## config.mk

```make
export PLATFORM = sky130hd
export DESIGN_NAME = hdr_fifo
export DESIGN_NICKNAME = d
export VERILOG_FILES = /design/src/rtl/hdr_fifo_pkg.sv /design/src/rtl/hdr_fifo_ptr.sv /design/src/rtl/hdr_fifo_occ.sv /design/src/rtl/hdr_fifo_store.sv /design/src/rtl/hdr_fifo.sv
export SDC_FILE = /design/constraint.sdc
export NUM_CORES = 1
export LEC_CHECK = 0
export BUFFER_PORTS_ARGS = -buffer_cell sky130_fd_sc_hd__clkbuf_2
export CAP_MARGIN = 15
export CORE_MARGIN = 5
export CORE_UTILIZATION = 55
export DETAILED_ROUTE_END_ITERATION = 12
export PLACE_DENSITY = 0.69
export SLEW_MARGIN = 20
export SYNTH_ARGS = -nofsm -noshare
export SYNTH_HDL_FRONTEND = slang
export SYNTH_HIERARCHICAL = 1
export SYNTH_SLANG_ARGS = --single-unit
```

## constraint.sdc

```tcl
create_clock -name clk -period 3.6 [get_ports clk]
set_clock_uncertainty 0.05 [all_clocks]
set_input_delay 0.54 -clock clk [delete_from_list [all_inputs] [get_ports clk]]
set_output_delay 0.54 -clock clk [all_outputs]
set_load 0.01 [all_outputs]
```

## src/rtl/hdr_fifo_pkg.sv

```systemverilog
package hdr_fifo_pkg;

   typedef enum logic [1:0] {
      OP_IDLE = 2'b00,
      OP_PUSH = 2'b01,
      OP_POP  = 2'b10,
      OP_BOTH = 2'b11
   } fifo_op_e;

   function automatic bit is_pow2(input int n);
      return (n > 0) && ((n & (n - 1)) == 0);
   endfunction

endpackage

```

## src/rtl/hdr_fifo_ptr.sv

```systemverilog
module hdr_fifo_ptr #(
   parameter int DEPTH = 16,
   localparam int PTR_W = (DEPTH > 1) ? $clog2(DEPTH) : 1
) (
   input  logic             clk,
   input  logic             rst_n,
   input  logic             clear,
   input  logic             adv,
   output logic [PTR_W-1:0] ptr
);
   import hdr_fifo_pkg::*;

   logic [PTR_W-1:0] ptr_q;
   logic [PTR_W-1:0] ptr_inc;

   generate
      if (is_pow2(DEPTH)) begin : g_wrap_natural
         always_comb ptr_inc = ptr_q + PTR_W'(1);
      end else begin : g_wrap_compare
         always_comb ptr_inc = (ptr_q == PTR_W'(DEPTH - 1)) ? '0 : ptr_q + PTR_W'(1);
      end
   endgenerate

   always_ff @(posedge clk) begin
      if (!rst_n || clear) ptr_q <= '0;
      else if (adv)        ptr_q <= ptr_inc;
   end

   assign ptr = ptr_q;

   // a pointer never addresses past the last entry
   p_ptr_range_r5: assert property (@(posedge clk) disable iff (!rst_n)
      32'(ptr_q) < DEPTH);

   // an advance moves the pointer, an idle cycle keeps it
   p_ptr_hold_r5: assert property (@(posedge clk) disable iff (!rst_n)
      (!adv && !clear) |=> $stable(ptr_q));

endmodule

```

## src/rtl/hdr_fifo_occ.sv

```systemverilog
module hdr_fifo_occ #(
   parameter int DEPTH = 16,
   localparam int CNT_W = $clog2(DEPTH + 1)
) (
   input  logic             clk,
   input  logic             rst_n,
   input  logic             clear,
   input  logic             push,
   input  logic             pop,
   output logic [CNT_W-1:0] count,
   output logic             full,
   output logic             empty
);
   import hdr_fifo_pkg::*;

   logic [CNT_W-1:0] cnt_q, cnt_d;
   logic             full_q, empty_q;
   fifo_op_e         op;

   assign op = fifo_op_e'({pop, push});

   always_comb begin
      unique case (op)
         OP_PUSH: cnt_d = cnt_q + CNT_W'(1);
         OP_POP:  cnt_d = cnt_q - CNT_W'(1);
         default: cnt_d = cnt_q;
      endcase
   end

   always_ff @(posedge clk) begin
      if (!rst_n || clear) begin
         cnt_q   <= '0;
         full_q  <= 1'b0;
         empty_q <= 1'b1;
      end else begin
         cnt_q   <= cnt_d;
         full_q  <= (cnt_d == CNT_W'(DEPTH));
         empty_q <= (cnt_d == '0);
      end
   end

   assign count = cnt_q;
   assign full  = full_q;
   assign empty = empty_q;

   // occupancy never exceeds the depth
   p_no_overflow_r3: assert property (@(posedge clk) disable iff (!rst_n)
      32'(cnt_q) <= DEPTH);

   // flags agree with the stored count and never both set
   p_flags_excl_r7: assert property (@(posedge clk) disable iff (!rst_n)
      !(full_q && empty_q));
   p_flag_full_r7: assert property (@(posedge clk) disable iff (!rst_n)
      full_q == (32'(cnt_q) == DEPTH));

   // simultaneous push and pop keep the count
   p_both_hold_r8: assert property (@(posedge clk) disable iff (!rst_n)
      (push && pop && !clear) |=> $stable(cnt_q));

   // clear empties the queue
   p_clear_empty_r2: assert property (@(posedge clk) disable iff (!rst_n)
      clear |=> (empty_q && !full_q && cnt_q == '0));

endmodule

```

## src/rtl/hdr_fifo_store.sv

```systemverilog
module hdr_fifo_store #(
   parameter int DEPTH          = 16,
   parameter int WIDTH          = 9,
   parameter bit CLEAR_ON_RESET = 1'b0,
   localparam int PTR_W = (DEPTH > 1) ? $clog2(DEPTH) : 1
) (
   input  logic             clk,
   input  logic             rst_n,
   input  logic             we,
   input  logic [PTR_W-1:0] waddr,
   input  logic [WIDTH-1:0] wdata,
   input  logic [PTR_W-1:0] raddr,
   output logic [WIDTH-1:0] rdata
);
   logic [WIDTH-1:0] cells [DEPTH];

   generate
      if (CLEAR_ON_RESET) begin : g_cleared
         for (genvar i = 0; i < DEPTH; i++) begin : g_cell
            always_ff @(posedge clk) begin
               if (!rst_n)                        cells[i] <= '0;
               else if (we && waddr == PTR_W'(i)) cells[i] <= wdata;
            end
         end
      end else begin : g_plain
         always_ff @(posedge clk) begin
            if (we) cells[waddr] <= wdata;
         end
      end
   endgenerate

   assign rdata = cells[raddr];

endmodule

```

## src/rtl/hdr_fifo.sv

```systemverilog
module hdr_fifo #(
   parameter int DATA_W         = 8,
   parameter int DEPTH          = 16,
   parameter bit CLEAR_ON_RESET = 1'b0
) (
   input  logic              clk,
   input  logic              rst_n,
   input  logic              soft_clr,
   input  logic              wr_en,
   input  logic              wr_hdr,
   input  logic [DATA_W-1:0] wr_data,
   input  logic              rd_en,
   output logic [DATA_W-1:0] rd_data,
   output logic              rd_hdr,
   output logic              full,
   output logic              empty
);
   localparam int ENTRY_W = DATA_W + 1;
   localparam int PTR_W   = (DEPTH > 1) ? $clog2(DEPTH) : 1;
   localparam int CNT_W   = $clog2(DEPTH + 1);

   generate
      if (DEPTH < 2) begin : g_bad_depth
         $error("hdr_fifo: DEPTH must be at least 2");
      end
      if (DATA_W < 1) begin : g_bad_width
         $error("hdr_fifo: DATA_W must be at least 1");
      end
   endgenerate

   logic               full_w, empty_w;
   logic               push, pop;
   logic [PTR_W-1:0]   wptr, rptr;
   logic [CNT_W-1:0]   count;
   logic [ENTRY_W-1:0] head;
   logic [DATA_W-1:0]  dout_q;
   logic               tag_q;

   assign push = wr_en && !full_w  && !soft_clr;
   assign pop  = rd_en && !empty_w && !soft_clr;

   hdr_fifo_ptr #(.DEPTH(DEPTH)) u_wptr (
      .clk(clk), .rst_n(rst_n), .clear(soft_clr), .adv(push), .ptr(wptr));

   hdr_fifo_ptr #(.DEPTH(DEPTH)) u_rptr (
      .clk(clk), .rst_n(rst_n), .clear(soft_clr), .adv(pop), .ptr(rptr));

   hdr_fifo_occ #(.DEPTH(DEPTH)) u_occ (
      .clk(clk), .rst_n(rst_n), .clear(soft_clr), .push(push), .pop(pop),
      .count(count), .full(full_w), .empty(empty_w));

   hdr_fifo_store #(.DEPTH(DEPTH), .WIDTH(ENTRY_W), .CLEAR_ON_RESET(CLEAR_ON_RESET)) u_store (
      .clk(clk), .rst_n(rst_n), .we(push), .waddr(wptr),
      .wdata({wr_hdr, wr_data}), .raddr(rptr), .rdata(head));

   always_ff @(posedge clk) begin
      if (!rst_n || soft_clr) begin
         dout_q <= '0;
         tag_q  <= 1'b0;
      end else if (pop) begin
         dout_q <= head[DATA_W-1:0];
         tag_q  <= head[DATA_W];
      end
   end

   assign rd_data = dout_q;
   assign rd_hdr  = tag_q;
   assign full    = full_w;
   assign empty   = empty_w;

   // a write into a full queue leaves it full and the count unchanged
   p_full_block_r3: assert property (@(posedge clk) disable iff (!rst_n)
      (full_w && wr_en && !rd_en && !soft_clr) |=> (full_w && $stable(count)));

   // a read of an empty queue leaves it empty and the output held
   p_empty_block_r4: assert property (@(posedge clk) disable iff (!rst_n)
      (empty_w && rd_en && !wr_en && !soft_clr) |=> (empty_w && $stable(rd_data)));

   // outputs hold when no read is taken and no clear is applied
   p_out_hold_r9: assert property (@(posedge clk) disable iff (!rst_n)
      (!(rd_en && !empty_w) && !soft_clr) |=> ($stable(rd_data) && $stable(rd_hdr)));

   // soft clear zeroes the outputs
   p_soft_out_r2: assert property (@(posedge clk) disable iff (!rst_n)
      soft_clr |=> (rd_data == '0 && !rd_hdr && empty_w));

   // read and write together on an empty queue only store
   p_empty_both_r10: assert property (@(posedge clk) disable iff (!rst_n)
      (empty_w && rd_en && wr_en && !soft_clr) |=> (!empty_w && $stable(rd_data)));

endmodule

```

**Yosys cells after proc, flatten, opt, wreduce, memory -nomap -nowiden**

Memories as Yosys holds them, arrays and structs flattened. A register that Yosys moved wholly into a read port is not among the register bits.
Index checks and enable logic that the tools add are counted.
W data, S select, Z words.

- Shift operators: 0
- Mux-type cells: 3
- Magnitude comparators: 0
- Equality and inequality tests: 3
- $add $sub $neg: 4
- Multiply operators: 0
- Reductions and logical operators: 10
- Bitwise logic cells: 0
- Div/mod/pow operators: 0

Operators with widths:

| operator | number |
|---|---|
| $pmux W5 S2 | 1 |
| $add A4 B1 Y4 const B | 2 |
| $add A5 B1 Y5 const B | 1 |
| $eq A5 B5 Y1 const B | 1 |
| $logic_not A5 Y1 | 1 |
| $sub A5 B1 Y5 const B | 1 |
| $logic_and A1 B1 Y1 | 4 |
| $logic_not A1 Y1 | 4 |
| $eq A2 B1 Y1 const B | 1 |
| $eq A2 B2 Y1 const B | 1 |
| $mux W1 | 2 |
| $logic_or A1 B1 Y1 | 1 |

- Flip-flop bits (word level): 15
- Output and inout bits: 11
- Memories: 1
- RAM bits: 144
- ROM bits: 0
- Bits in latches: 0

Memory list:

| memory | words | width | read ports | clocked after Yosys merged registers in | wr ports | RTL line | source |
|---|---|---|---|---|---|---|---|
| u_store.cells | 16 | 9 | 1 | 1 | 1 | hdr_fifo_store.sv:15 | `logic [WIDTH-1:0] cells [DEPTH];` |

**Longest topological paths before layout**

Gate-level depths: netlist of run 1.

- Depth in word-level cells: 6
- Gate-level depth with buffers: 12
- Gate-level depth less buffers: 10

**Hierarchy**

Netlist of run 1, hierarchy kept.

By module, submodules not included:

| module | area an instance (um^2) | instances | cells an instance |
|---|---|---|---|
| hdr_fifo_store | 5600.4 | 1 | 245 |
| hdr_fifo_occ | 467.9 | 1 | 52 |
| hdr_fifo_ptr | 181.4 | 2 | 17 |
| hdr_fifo | 336.6 | 1 | 44 |

**Least setup slack after synthesis of run 1**

No wires, ideal clock.

- Path type: input-to-reg
- Start point: in soft_clr
- End point: reg u_occ.empty_q (netlist: u_occ/empty)
- Slack: 0.478 ns
- Arrival time: 2.956 ns
- Stages: 11
- Cell sequence: nor3b_1 > inv_1 > ha_1 > buf_2 > xor2_1 > ha_1 > a21oi_1 > mux2i_1 > xnor2_1 > a211oi_1 > a31o_2

- Word-level cells in the longest chain between the ends: 5
- Elaborated cells between the ends (all ways): 8
- Classes of those cells: eq/ne (2); mux (1); reduce/logical (5)

Ends and longest elaborated chain:

| what | RTL line | source |
|---|---|---|
| start: declaration | hdr_fifo.sv:8 | `input logic soft_clr,` |
| $logic_not A1 Y1 | hdr_fifo.sv:39, hdr_fifo.sv:40 |  |
| $logic_and A1 B1 Y1, on equally long branches | hdr_fifo.sv:39, hdr_fifo.sv:40 |  |
| $eq A2 B2 Y1 or $eq A2 B1 Y1 (tied branches) | hdr_fifo_occ.sv:23 | `unique case (op)` |
| $pmux W5 S2 | hdr_fifo_occ.sv:23 |  |
| $logic_not A5 Y1 | hdr_fifo_occ.sv:38 | `empty_q <= (cnt_d == '0);` |
| end signal: assignment | hdr_fifo_occ.sv:38 |  |
| end: declaration | hdr_fifo_occ.sv:17 | `logic full_q, empty_q;` |

Several ways; a longest one is shown, not always the timed one.
A chain may end at the register's enable or synchronous reset.

**Worst setup path after layout of run 1**

- Start point: reg u_occ.empty_q (netlist: u_occ/empty)
- End point: reg u_occ.full_q (netlist: u_occ/full)

- Word-level cells in the longest chain between the ends: 6
- Elaborated cells between the ends (all ways): 7
- Classes of those cells: eq/ne (3); mux (1); reduce/logical (3)

Ends and longest elaborated chain:

| what | RTL line | source |
|---|---|---|
| $logic_not A1 Y1 (*) | hdr_fifo.sv:40 | `assign pop = rd_en && !empty_w && !soft_clr;` |
| $logic_and A1 B1 Y1 (*) (2 in series) | hdr_fifo.sv:40 |  |
| named net pop | hdr_fifo.sv:32 | `logic push, pop;` |
| $eq A2 B2 Y1 or $eq A2 B1 Y1 (tied branches) | hdr_fifo_occ.sv:23 |  |
| $pmux W5 S2 (*) | hdr_fifo_occ.sv:23 |  |
| $eq A5 B5 Y1 (*) | hdr_fifo_occ.sv:37 | `full_q <= (cnt_d == CNT_W'(DEPTH));` |
| end signal: assignment | hdr_fifo_occ.sv:37 |  |
| end: declaration | hdr_fifo_occ.sv:17 |  |

Mark *: on every way through the listed nets, which the timed path passes. The rest lies on a longest branch.

==> results.json, run 1 <==
{
  "sequentialPowerShare_pct": 51.7,
  "finalWirelength_mm": 13.0,
  "critical_path.max_fanout": 10,
  "hpwl_mm": 8.26,
  "cp.required_ps": 3860,
  "fp.dieH_um": 121,
  "drt_iter0_markers": 352,
  "ios": 25,
  "cpPeakStageDelay_ps": 390,
  "power_switching_uw": 795,
  "synthFlopType": "edfxtp_1",
  "post-route-period-util_pct": 76.4,
  "grt_max_degree": 30,
  "cts.path.max_buffers": 2,
  "slowest_stage": "nand2b_1",
  "rsz0062_at_grt": "no",
  "tightest_slew_ps": 923,
  "diodes": 0,
  "htreeDepth": 4,
  "synth_area_leaders": "edfxtp_1 64%, dfxtp_1 7.1%, mux4_2 7.0%",
  "ys_warn_count": 6,
  "clock_latency_ps": 420,
  "synth.largest_area_cell": "edfxtp_1",
  "crit_type": "reg -> reg",
  "drtAntennaViolNets": 0,
  "p_per_area_nw_per_um2": 530,
  "grt_remaining_overflow": 0,
  "end_kind": "flop",
  "drcViolationCount": 0,
  "p_total_mw": 4.10,
  "clock-sinks": 168,
  "synth_seq_cells": 168,
  "p_leak_nw": 2.56,
  "relSlewSlack_pct": 38.2,
  "slew_violations": 0,
  "viasPerCell": 5.83,
  "antenna_found_initial": 0,
  "clkTransAtPathRegs_ps": 60,
  "setup_violations": 0,
  "power_frac_clock_pct": 46.2,
  "start_util_pct": 56.1,
  "fin_nets": 440,
  "crit_buf_inv": 0,
  "grt_pass1_wl_mm": 20.4,
  "synth_top_area_share_pct": 63.9,
  "crit_chain": "nand2b_1 -> nor2_1 -> ha_1 -> xor2_1 -> ha_1 -> a21oi_1 -> o221ai_1 -> nand3_1 -> xor2_1 -> and4bb_1",
  "setup.worst_path.start": "u_occ/empty",
  "drive_gt1_share_pct": 23.3,
  "syn_to_final_growth_pct": 14.4,
  "ir_worst_vdd_v": 0.000356,
  "cp_data_arrival_time_ps": 3010,
  "first_pass_iters": 7,
  "synth_top_cells_by_count": "144 x edfxtp_1, 28 x nand2_1, 24 x dfxtp_1",
  "min_period_ps": 2750,
  "worst_path_dominant_cell_family": "simple AND/OR/NAND/NOR gates",
  "hp-class": "reg -> reg",
  "coreArea_um2": 12100,
  "die_w_um": 121,
  "cts_tree": "built",
  "yosys.cell_count.top_type": "edfxtp_1",
  "drv_cap": 0,
  "io_buffers": 24,
  "cts-buffers-inserted": 17,
  "yosysSeqAreaShare_pct": 71.0,
  "dieArea_um2": 14600,
  "combPwrFrac_pct": 2.1,
  "grt_pass1_vias": 3533,
  "vias": 3511,
  "maxClockFrequency_mhz": 364,
  "post_cts_buffers": 0,
  "gp_congestion": 0.826,
  "r2r-start": "u_occ/empty",
  "status": "complete, no violations",
  "grt_usage_pct": 19.3,
  "synth_area_um2": 6770,
  "internal_power_mw": 3.31,
  "synth_edf_count": 144,
  "cts_hold_buf": 0,
  "hold_viol": 0,
  "switching_share_pct": 19.4,
  "post_cts_resized": 0,
  "final.setup.tns_ps": 0,
  "synth_cell_types": 47,
  "syn-num-nets": 394,
  "cts_root_buf": "clkbuf_16",
  "critPathLaunchType": "flop",
  "syn_avg_cell_area_um2": 18.0,
  "hp-start": "rd_data[0]",
  "fp-row-count": 40,
  "synth-async-reset-ratio_pct": 0,
  "synthCells": 375,
  "wire_per_inst_um": 21.6
}
-- state kept, by name, indices dropped and copies added, names as in the netlist --
name,cells
rd_hdr,1
u_store/cells,144
u_wptr/ptr,4
rd_data,8
u_rptr/ptr,4
u_occ/full,1
u_occ/empty,1
u_occ/count,5
-- logic make-up after synthesis --
group,share of synthesized area (%)
xor gates and xnor gates,0.776
buffers and inverters,2.29
adders and majority gates,0.924
and+or+nand+nor,6.82
DFF,71.0
muxes,13.6
AOI/OAI and AO/OA,4.64
-- placed cells by master (no fill, tap or decap), types with 17 or more instances in the layout --
master     Yosys  layout
nand2_1       28      28
edfxtp_1     144     144
clkbuf_2       0      24
dfxtp_1       24      23
buf_4          1      19
clkbuf_16      0      17
mux4_2        21      21
a22oi_1       18      18
nor2_1        21      21
-- power groups by stage --
| stage | clock network, mW | logic, mW | registers, mW |
|---|---|---|---|
| detailed placement | 0 | 0.0863 | 2.17 |
| global route | 2.01 | 0.0969 | 2.12 |
| CTS | 1.92 | 0.0871 | 2.12 |
| finish | 1.89 | 0.0864 | 2.12 |
| global placement | 0 | 0.0833 | 2.17 |
| floorplan | 0 | 0.0418 | 2.16 |
-- through the flow --
| stage | cells | area [um2] | worst slack (ps) | hold WS (ps) | util, % |
|---|---|---|---|---|---|
| finish | 602 | 7740 | 851 | 404 | 64.2 |
| global route | 602 | 7740 | 587 | 417 | 64.2 |
| CTS | 602 | 7740 | 866 | 390 | 64.2 |
| detailed placement | 570 | 7120 | 544 | 399 | 59.0 |
| global placement | 570 | 7120 | 702 | 393 | 59.0 |
| floorplan | 375 | 6770 | 478 | 431 | - |
-- worst reg2reg max path: stages, from the launching register on --
cell and delay, ps:
dfxtp_1 340, nand2b_1 390, nor2_1 110, ha_1 300, xor2_1 190, ha_1 220
a21oi_1 220, o221ai_1 170, nand3_1 130, xor2_1 270, and4bb_1 250
-- routing by layer --
metal | global-route usage, % | wire (um) | vias to the layer above
li1 | - | - | 1592
met1 | 27.2 | 5670 | 1797
met2 | 30.3 | 6490 | 109
met3 | 4.52 | 683 | 13
met4 | 5.95 | 178 | 0
met5 | 0 | 0 | -
-- final cells by class --
type	instances	area [um2]
Sequential cell	168	4810
Fill cell	868	4320
Multi-Input combinational cell	186	1810
Clock buffer	17	425
Timing Repair Buffer	44	283
Tap cell	168	210
Clock inverter	15	195
Inverter	4	15.0
-- final timing paths --
check                                  end  slack [ps]  cells past startpoint
worst max-delay path            u_occ/full         850                     10
worst min-delay path            rd_data[0]         400                      2
worst max register to register  u_occ/full         850                     10
worst min register to register  rd_data[0]         400                      2
Power figures use the tool's default switching activity.
==> inputs of run 2 (changes only) <==
--- a/config.mk
+++ b/config.mk
@@ -5,6 +5,7 @@
 export SDC_FILE = /design/constraint.sdc
 export NUM_CORES = 1
 export LEC_CHECK = 0
+export ABC_AREA = 1
 export BUFFER_PORTS_ARGS = -buffer_cell sky130_fd_sc_hd__clkbuf_2
 export CAP_MARGIN = 15
 export CORE_MARGIN = 5
==> constraint.sdc (replaced) <==
create_clock -name clk -period 2.8 [get_ports clk]
set_clock_uncertainty 0.05 [all_clocks]
set_input_delay 0.42 -clock clk [delete_from_list [all_inputs] [get_ports clk]]
set_output_delay 0.42 -clock clk [all_outputs]
set_load 0.01 [all_outputs]
==> run 2 against run 1 <==
Compared with the run above:
- utilization decreased by 1.4 points
- final cell count increased by 69%
- setup slack got worse by 340 ps
- flip-flop and latch count unchanged
- sequential power increased by 29%
- sequential share of layout area decreased by 4.7 points
- global-route usage increased by 1.4 points
- largest cell class unchanged
==> results.json, run 2 <==
{
  "cp_data_arrival_time_ps": 2590,
  "layout_common_cells": "244 x nand2_1, 144 x edfxtp_1, 139 x inv_1",
  "viasPerCell": 5.11,
  "ios": 25,
  "status": "complete, no violations",
  "relSlewSlack_pct": 57.9,
  "post-route-period-util_pct": 81.8,
  "syn-num-nets": 809,
  "synthCells": 790,
  "synthMuxAreaShare_pct": 0,
  "vias": 5193,
  "grt_remaining_overflow": 0,
  "synth_edf_count": 144,
  "grt_pass1_vias": 5072,
  "post_cts_buffers": 0,
  "p_total_mw": 5.08,
  "ir_worst_vdd_v": 0.000642,
  "fin_nets": 846,
  "clock-sinks": 168,
  "crit_buf_inv": 5,
  "regMostFlops": "u_store/cells",
  "hold_viol": 0,
  "gp_congestion": 0.802,
  "min_period_ps": 2290,
  "synth_top_cells_by_count": "244 x nand2_1, 144 x edfxtp_1, 139 x inv_1",
  "largest_reg_flops": 144,
  "diodes": 0,
  "fp-row-count": 42,
  "clock_latency_ps": 420,
  "drt_iter0_markers": 385,
  "path_common_cell": "nand2_1",
  "cts.path.max_buffers": 2,
  "dieArea_um2": 16100,
  "synth_top_area_share_pct": 57.4,
  "crit_chain": "inv_2 -> nand3_4 -> inv_2 -> ha_1 -> nand2_1 -> inv_1 -> nor2_1 -> ha_1 -> inv_1 -> nand2_1 -> inv_1 -> nand2_1 -> nand3_2 -> nand2_1 -> nor2_1 -> nand3_1 -> o21bai_1",
  "start_util_pct": 56.5,
  "fp.dieH_um": 127,
  "worst_path_dominant_cell_family": "simple AND/OR/NAND/NOR gates",
  "htreeDepth": 4,
  "cts_tree": "built",
  "yosysSeqAreaShare_pct": 63.7,
  "synth_xor_area_share_pct": 0.116,
  "end_kind": "flop",
  "crit_type": "reg -> reg",
  "synth_area_leaders": "edfxtp_1 57%, nand2_1 12%, nand3_1 7.9%",
  "critPathLaunchType": "flop",
  "ys_warn_count": 6,
  "cp.required_ps": 3100,
  "cts_root_buf": "clkbuf_16",
  "syn_to_final_growth_pct": 11.2,
  "finalWirelength_mm": 16.3,
  "syn_avg_cell_area_um2": 9.54,
  "dp.cells": 984,
  "wire_per_inst_um": 16.0,
  "clkTransAtPathRegs_ps": 60,
  "drv_cap": 0,
  "synth_top_family_by_area": "simple AND/OR/NAND/NOR gates",
  "final.setup.tns_ps": 0,
  "final_common_cell": "nand2_1",
  "critical_path.max_fanout": 10,
  "slowest_stage": "dfxtp_1",
  "drtAntennaViolNets": 0,
  "cpPeakStageDelay_ps": 320,
  "hp-class": "in -> reg",
  "grt_usage_pct": 20.7,
  "synth_area_um2": 7540,
  "drive_gt1_share_pct": 10.0,
  "grt_max_degree": 76,
  "drcViolationCount": 0,
  "cts-buffers-inserted": 17,
  "synth-async-reset-ratio_pct": 0,
  "first_pass_iters": 5,
  "p_leak_nw": 3.67,
  "hpwl_mm": 10.1,
  "synth_seq_cells": 168,
  "antenna_found_initial": 0,
  "setup_violations": 0,
  "die_w_um": 127,
  "synth.largest_area_cell": "edfxtp_1",
  "synth_compound_area_share_pct": 0.830,
  "tightest_slew_ps": 631,
  "fin_cells": 1016,
  "synth_cell_types": 27,
  "post_cts_resized": 0,
  "synthFlopType": "edfxtp_1",
  "slew_violations": 0,
  "grt_pass1_wl_mm": 25.5,
  "p_per_area_nw_per_um2": 606,
  "cts_hold_buf": 0,
  "maxClockFrequency_mhz": 437,
  "synth-simple-area-share_pct": 24.3,
  "rsz0062_at_grt": "no",
  "synth_adder_area_share_pct": 0.830,
  "coreArea_um2": 13300,
  "io_buffers": 24,
  "yosys.cell_count.top_type": "nand2_1"
}
[run 2: cell types whose count changed after synthesis, moves of 7 or more]
cell | previous run | this run
mux4_1 | 15 | 0
nand2b_1 | 7 | 0
nor2_1 | 21 | 55
nand3_1 | 2 | 119
inv_1 | 4 | 139
mux4_2 | 21 | 0
a22oi_1 | 18 | 0
buf_4 | 1 | 11
a21oi_1 | 15 | 6
nand2_1 | 28 | 244
[run 2: metrics by stage]
stage	hold WS [ps]	cell area [um2]	utilization, %	setup WS (ps)
after floorplan	422	7540	-	113
after global placement	455	7840	58.7	327
after detailed placement	458	7840	58.7	301
after CTS	278	8380	62.8	547
after global routing	340	8380	62.8	256
final	307	8380	62.8	510
[run 2: logic make-up after synthesis]
family          after synthesis
simple gates                432
buf+inv                     172
flops                       168
compound gates               12
fa+ha+maj                     5
xor+xnor                      1
[run 2: where the power goes]
group	switching, mW	internal [mW]
combinational	0.123	0.0449
clock	0.879	1.29
sequential	0.00841	2.73
[run 2: per-layer routing]
metal | GRT usage [%] | part of all wire, %
met5 | 0 | 0
met4 | 8.39 | 2.5
met3 | 5.05 | 5.7
met2 | 34.6 | 49
met1 | 26.1 | 43
[run 2: final cells by class]
| cell class | instances | area [um2] |
|---|---|---|
| fill | 1127 | 4970 |
| clock buffer | 21 | 440 |
| sequential | 168 | 4810 |
| inverter | 146 | 558 |
| clock inverter | 11 | 106 |
| tap | 176 | 220 |
| multi-input combinational | 450 | 1970 |
| timing repair buffer | 44 | 283 |
[run 2: worst paths after layout]
check / startpoint / to / slack (ps) / cells past startpoint
max reg2reg: u_occ/empty / u_occ/empty / 510 / 17
max: u_occ/empty / u_occ/empty / 510 / 17
min reg2reg: rd_data[6] / rd_data[6] / 470 / 4
min: rst_n / u_rptr/ptr[0] / 310 / 5
[run 2: tightest hold or removal path: cells and delay by family]
family,cells,cell delay [ps]
buffers and inverters,2,160
AND/OR/NAND/NOR,3,150
==> inputs of run 3 (changes only) <==
--- a/config.mk
+++ b/config.mk
@@ -11,7 +11,7 @@
 export CORE_MARGIN = 5
 export CORE_UTILIZATION = 55
 export DETAILED_ROUTE_END_ITERATION = 12
-export PLACE_DENSITY = 0.69
+export PLACE_DENSITY = 0.72
 export SLEW_MARGIN = 20
 export SYNTH_ARGS = -nofsm -noshare
 export SYNTH_HDL_FRONTEND = slang
==> constraint.sdc (replaced) <==
create_clock -name clk -period 2.1 [get_ports clk]
set_clock_uncertainty 0.05 [all_clocks]
set_input_delay 0.315 -clock clk [delete_from_list [all_inputs] [get_ports clk]]
set_output_delay 0.315 -clock clk [all_outputs]
set_load 0.01 [all_outputs]
==> run 3 against run 2 <==
Compared with the run above:
- combinational power up 47%
- utilization rose by 1.2 points
- sequential share of layout area fell by 1.1 points
- clock power increased by 33%
- critical path type unchanged
==> results.json, run 3 (synthesized netlist as in run 2, its figures left out) <==
{
  "hpwl_mm": 10.6,
  "cts_root_buf": "clkbuf_16",
  "largest_reg_flops": 144,
  "cts-buffers-inserted": 17,
  "cp_data_arrival_time_ps": 2340,
  "hp-class": "in -> reg",
  "fin_hold_ws_ps": 209,
  "finalWirelength_mm": 16.7,
  "diodes": 0,
  "fin_cells": 1028,
  "vias": 5360,
  "ios": 25,
  "drv_cap": 0,
  "grt_usage_pct": 21.1,
  "clock_latency_ps": 410,
  "grt_remaining_overflow": 0,
  "drive_gt1_share_pct": 13.4,
  "r2r-start": "u_occ/full",
  "clkTransAtPathRegs_ps": 60,
  "end_kind": "flop",
  "wire_per_inst_um": 16.3,
  "grt_pass1_wl_mm": 26.2,
  "regMostFlops": "u_store/cells",
  "antenna_found_initial": 0,
  "layout_common_cells": "240 x nand2_1, 144 x edfxtp_1, 135 x inv_1",
  "r2r-end": "u_occ/empty",
  "tightest_slew_ps": 465,
  "r2r_slack_ps": 60,
  "grt_max_degree": 73,
  "io_buffers": 24,
  "gp_congestion": 0.839,
  "fin_nets": 858,
  "slew_violations": 0,
  "maxClockFrequency_mhz": 489,
  "die_w_um": 127,
  "hold_viol": 0,
  "syn_to_final_growth_pct": 13.3,
  "first_pass_iters": 5,
  "status": "complete, no violations",
  "p_per_area_nw_per_um2": 794,
  "whs_endpoint": "u_occ/full",
  "dp.cells": 994,
  "drcViolationCount": 0,
  "rr_worst_depth": 15,
  "cts.path.max_buffers": 2,
  "post-route-period-util_pct": 97.3,
  "clock-sinks": 168,
  "final_common_cell": "nand2_1",
  "relSlewSlack_pct": 69.0,
  "crit_type": "reg -> reg",
  "viasPerCell": 5.21,
  "critPathLaunchType": "flop",
  "dieArea_um2": 16100,
  "grt_pass1_vias": 5109,
  "htreeDepth": 4,
  "drt_iter0_markers": 448,
  "cp.required_ps": 2400,
  "min_period_ps": 2040,
  "critical_path.max_fanout": 6,
  "coreArea_um2": 13300,
  "cts_tree": "built",
  "fin_util_pct": 64.0,
  "setup_violations": 0,
  "drtAntennaViolNets": 0,
  "cts_hold_buf": 0,
  "p_leak_nw": 3.75,
  "fp-row-count": 42,
  "rsz0062_at_grt": "yes",
  "start_util_pct": 56.5,
  "hold-path-cell-count": 5,
  "fp.dieH_um": 127,
  "hp-start": "rst_n",
  "ir_worst_vdd_v": 0.00121,
  "nFillCells": 1066,
  "final.setup.tns_ps": 0
}
[run 3: cell type report]
cell class,instances,area (um2),share of cell area [%]
Sequential cell,168,4810,56.3
Multi-Input combinational cell,450,2050,24.0
Inverter,146,561,6.56
Clock buffer,20,437,5.11
Timing Repair Buffer,56,360,4.22
Tap cell,176,220,2.58
Clock inverter,12,109,1.27
[run 3: worst max path at each step]
stage / startpoint / to / cells after the start
2_1_floorplan: u_occ/full / u_occ/full / 16
3_3_place_gp: soft_clr / u_occ/empty / 16
3_5_place_dp: soft_clr / u_occ/empty / 16
4_1_cts: u_occ/full / u_occ/empty / 15
5_1_grt: u_occ/full / u_occ/empty / 15
6_report: u_occ/full / u_occ/empty / 15
[run 3: power breakdown]
| part | switching [mW] | internal (mW) | total [mW] |
|---|---|---|---|
| registers | 0.0118 | 3.64 | 3.65 |
| clock network | 1.16 | 1.72 | 2.88 |
| logic | 0.177 | 0.0692 | 0.247 |
[run 3: metal layers]
layer	part of all wire [%]	global-route usage [%]	up-vias
met5	0	0	-
met2	50	35.6	171
met1	43	27.7	2546
li1	-	-	2609
met3	5.3	4.55	34
met4	2.0	6.31	0
[run 3: critical path, cell delays in order (launching register included)]
cell and delay [ps]:
dfxtp_2 330, nor3b_4 190, inv_2 80, ha_4 200, nor2_4 120, nor2_4 50
ha_4 150, inv_2 70, nand2_4 70, inv_2 60, nand2_2 50, nand3_2 80
nand2_1 60, nor2_1 130, nand3_1 130, o21bai_1 140
[run 3: through the flow]
step / area, um2 / total power, mW / setup WS [ps]
finish: 8540 / 6.78 / 55.7
detailed placement: 7920 / 3.96 / -115
global route: 8540 / 7.01 / -28.5
global placement: 7920 / 3.94 / 37.8
floorplan: 7560 / 3.84 / 34.3
CTS: 8470 / 6.82 / 7.92
[run 3: repair_timing]
item,in CTS,in global routing
setup endpoints to repair,1,3
pin swaps,0,10
gates resized for setup,1,18
buffers inserted,0,2
endpoints found under the hold margin,0,0
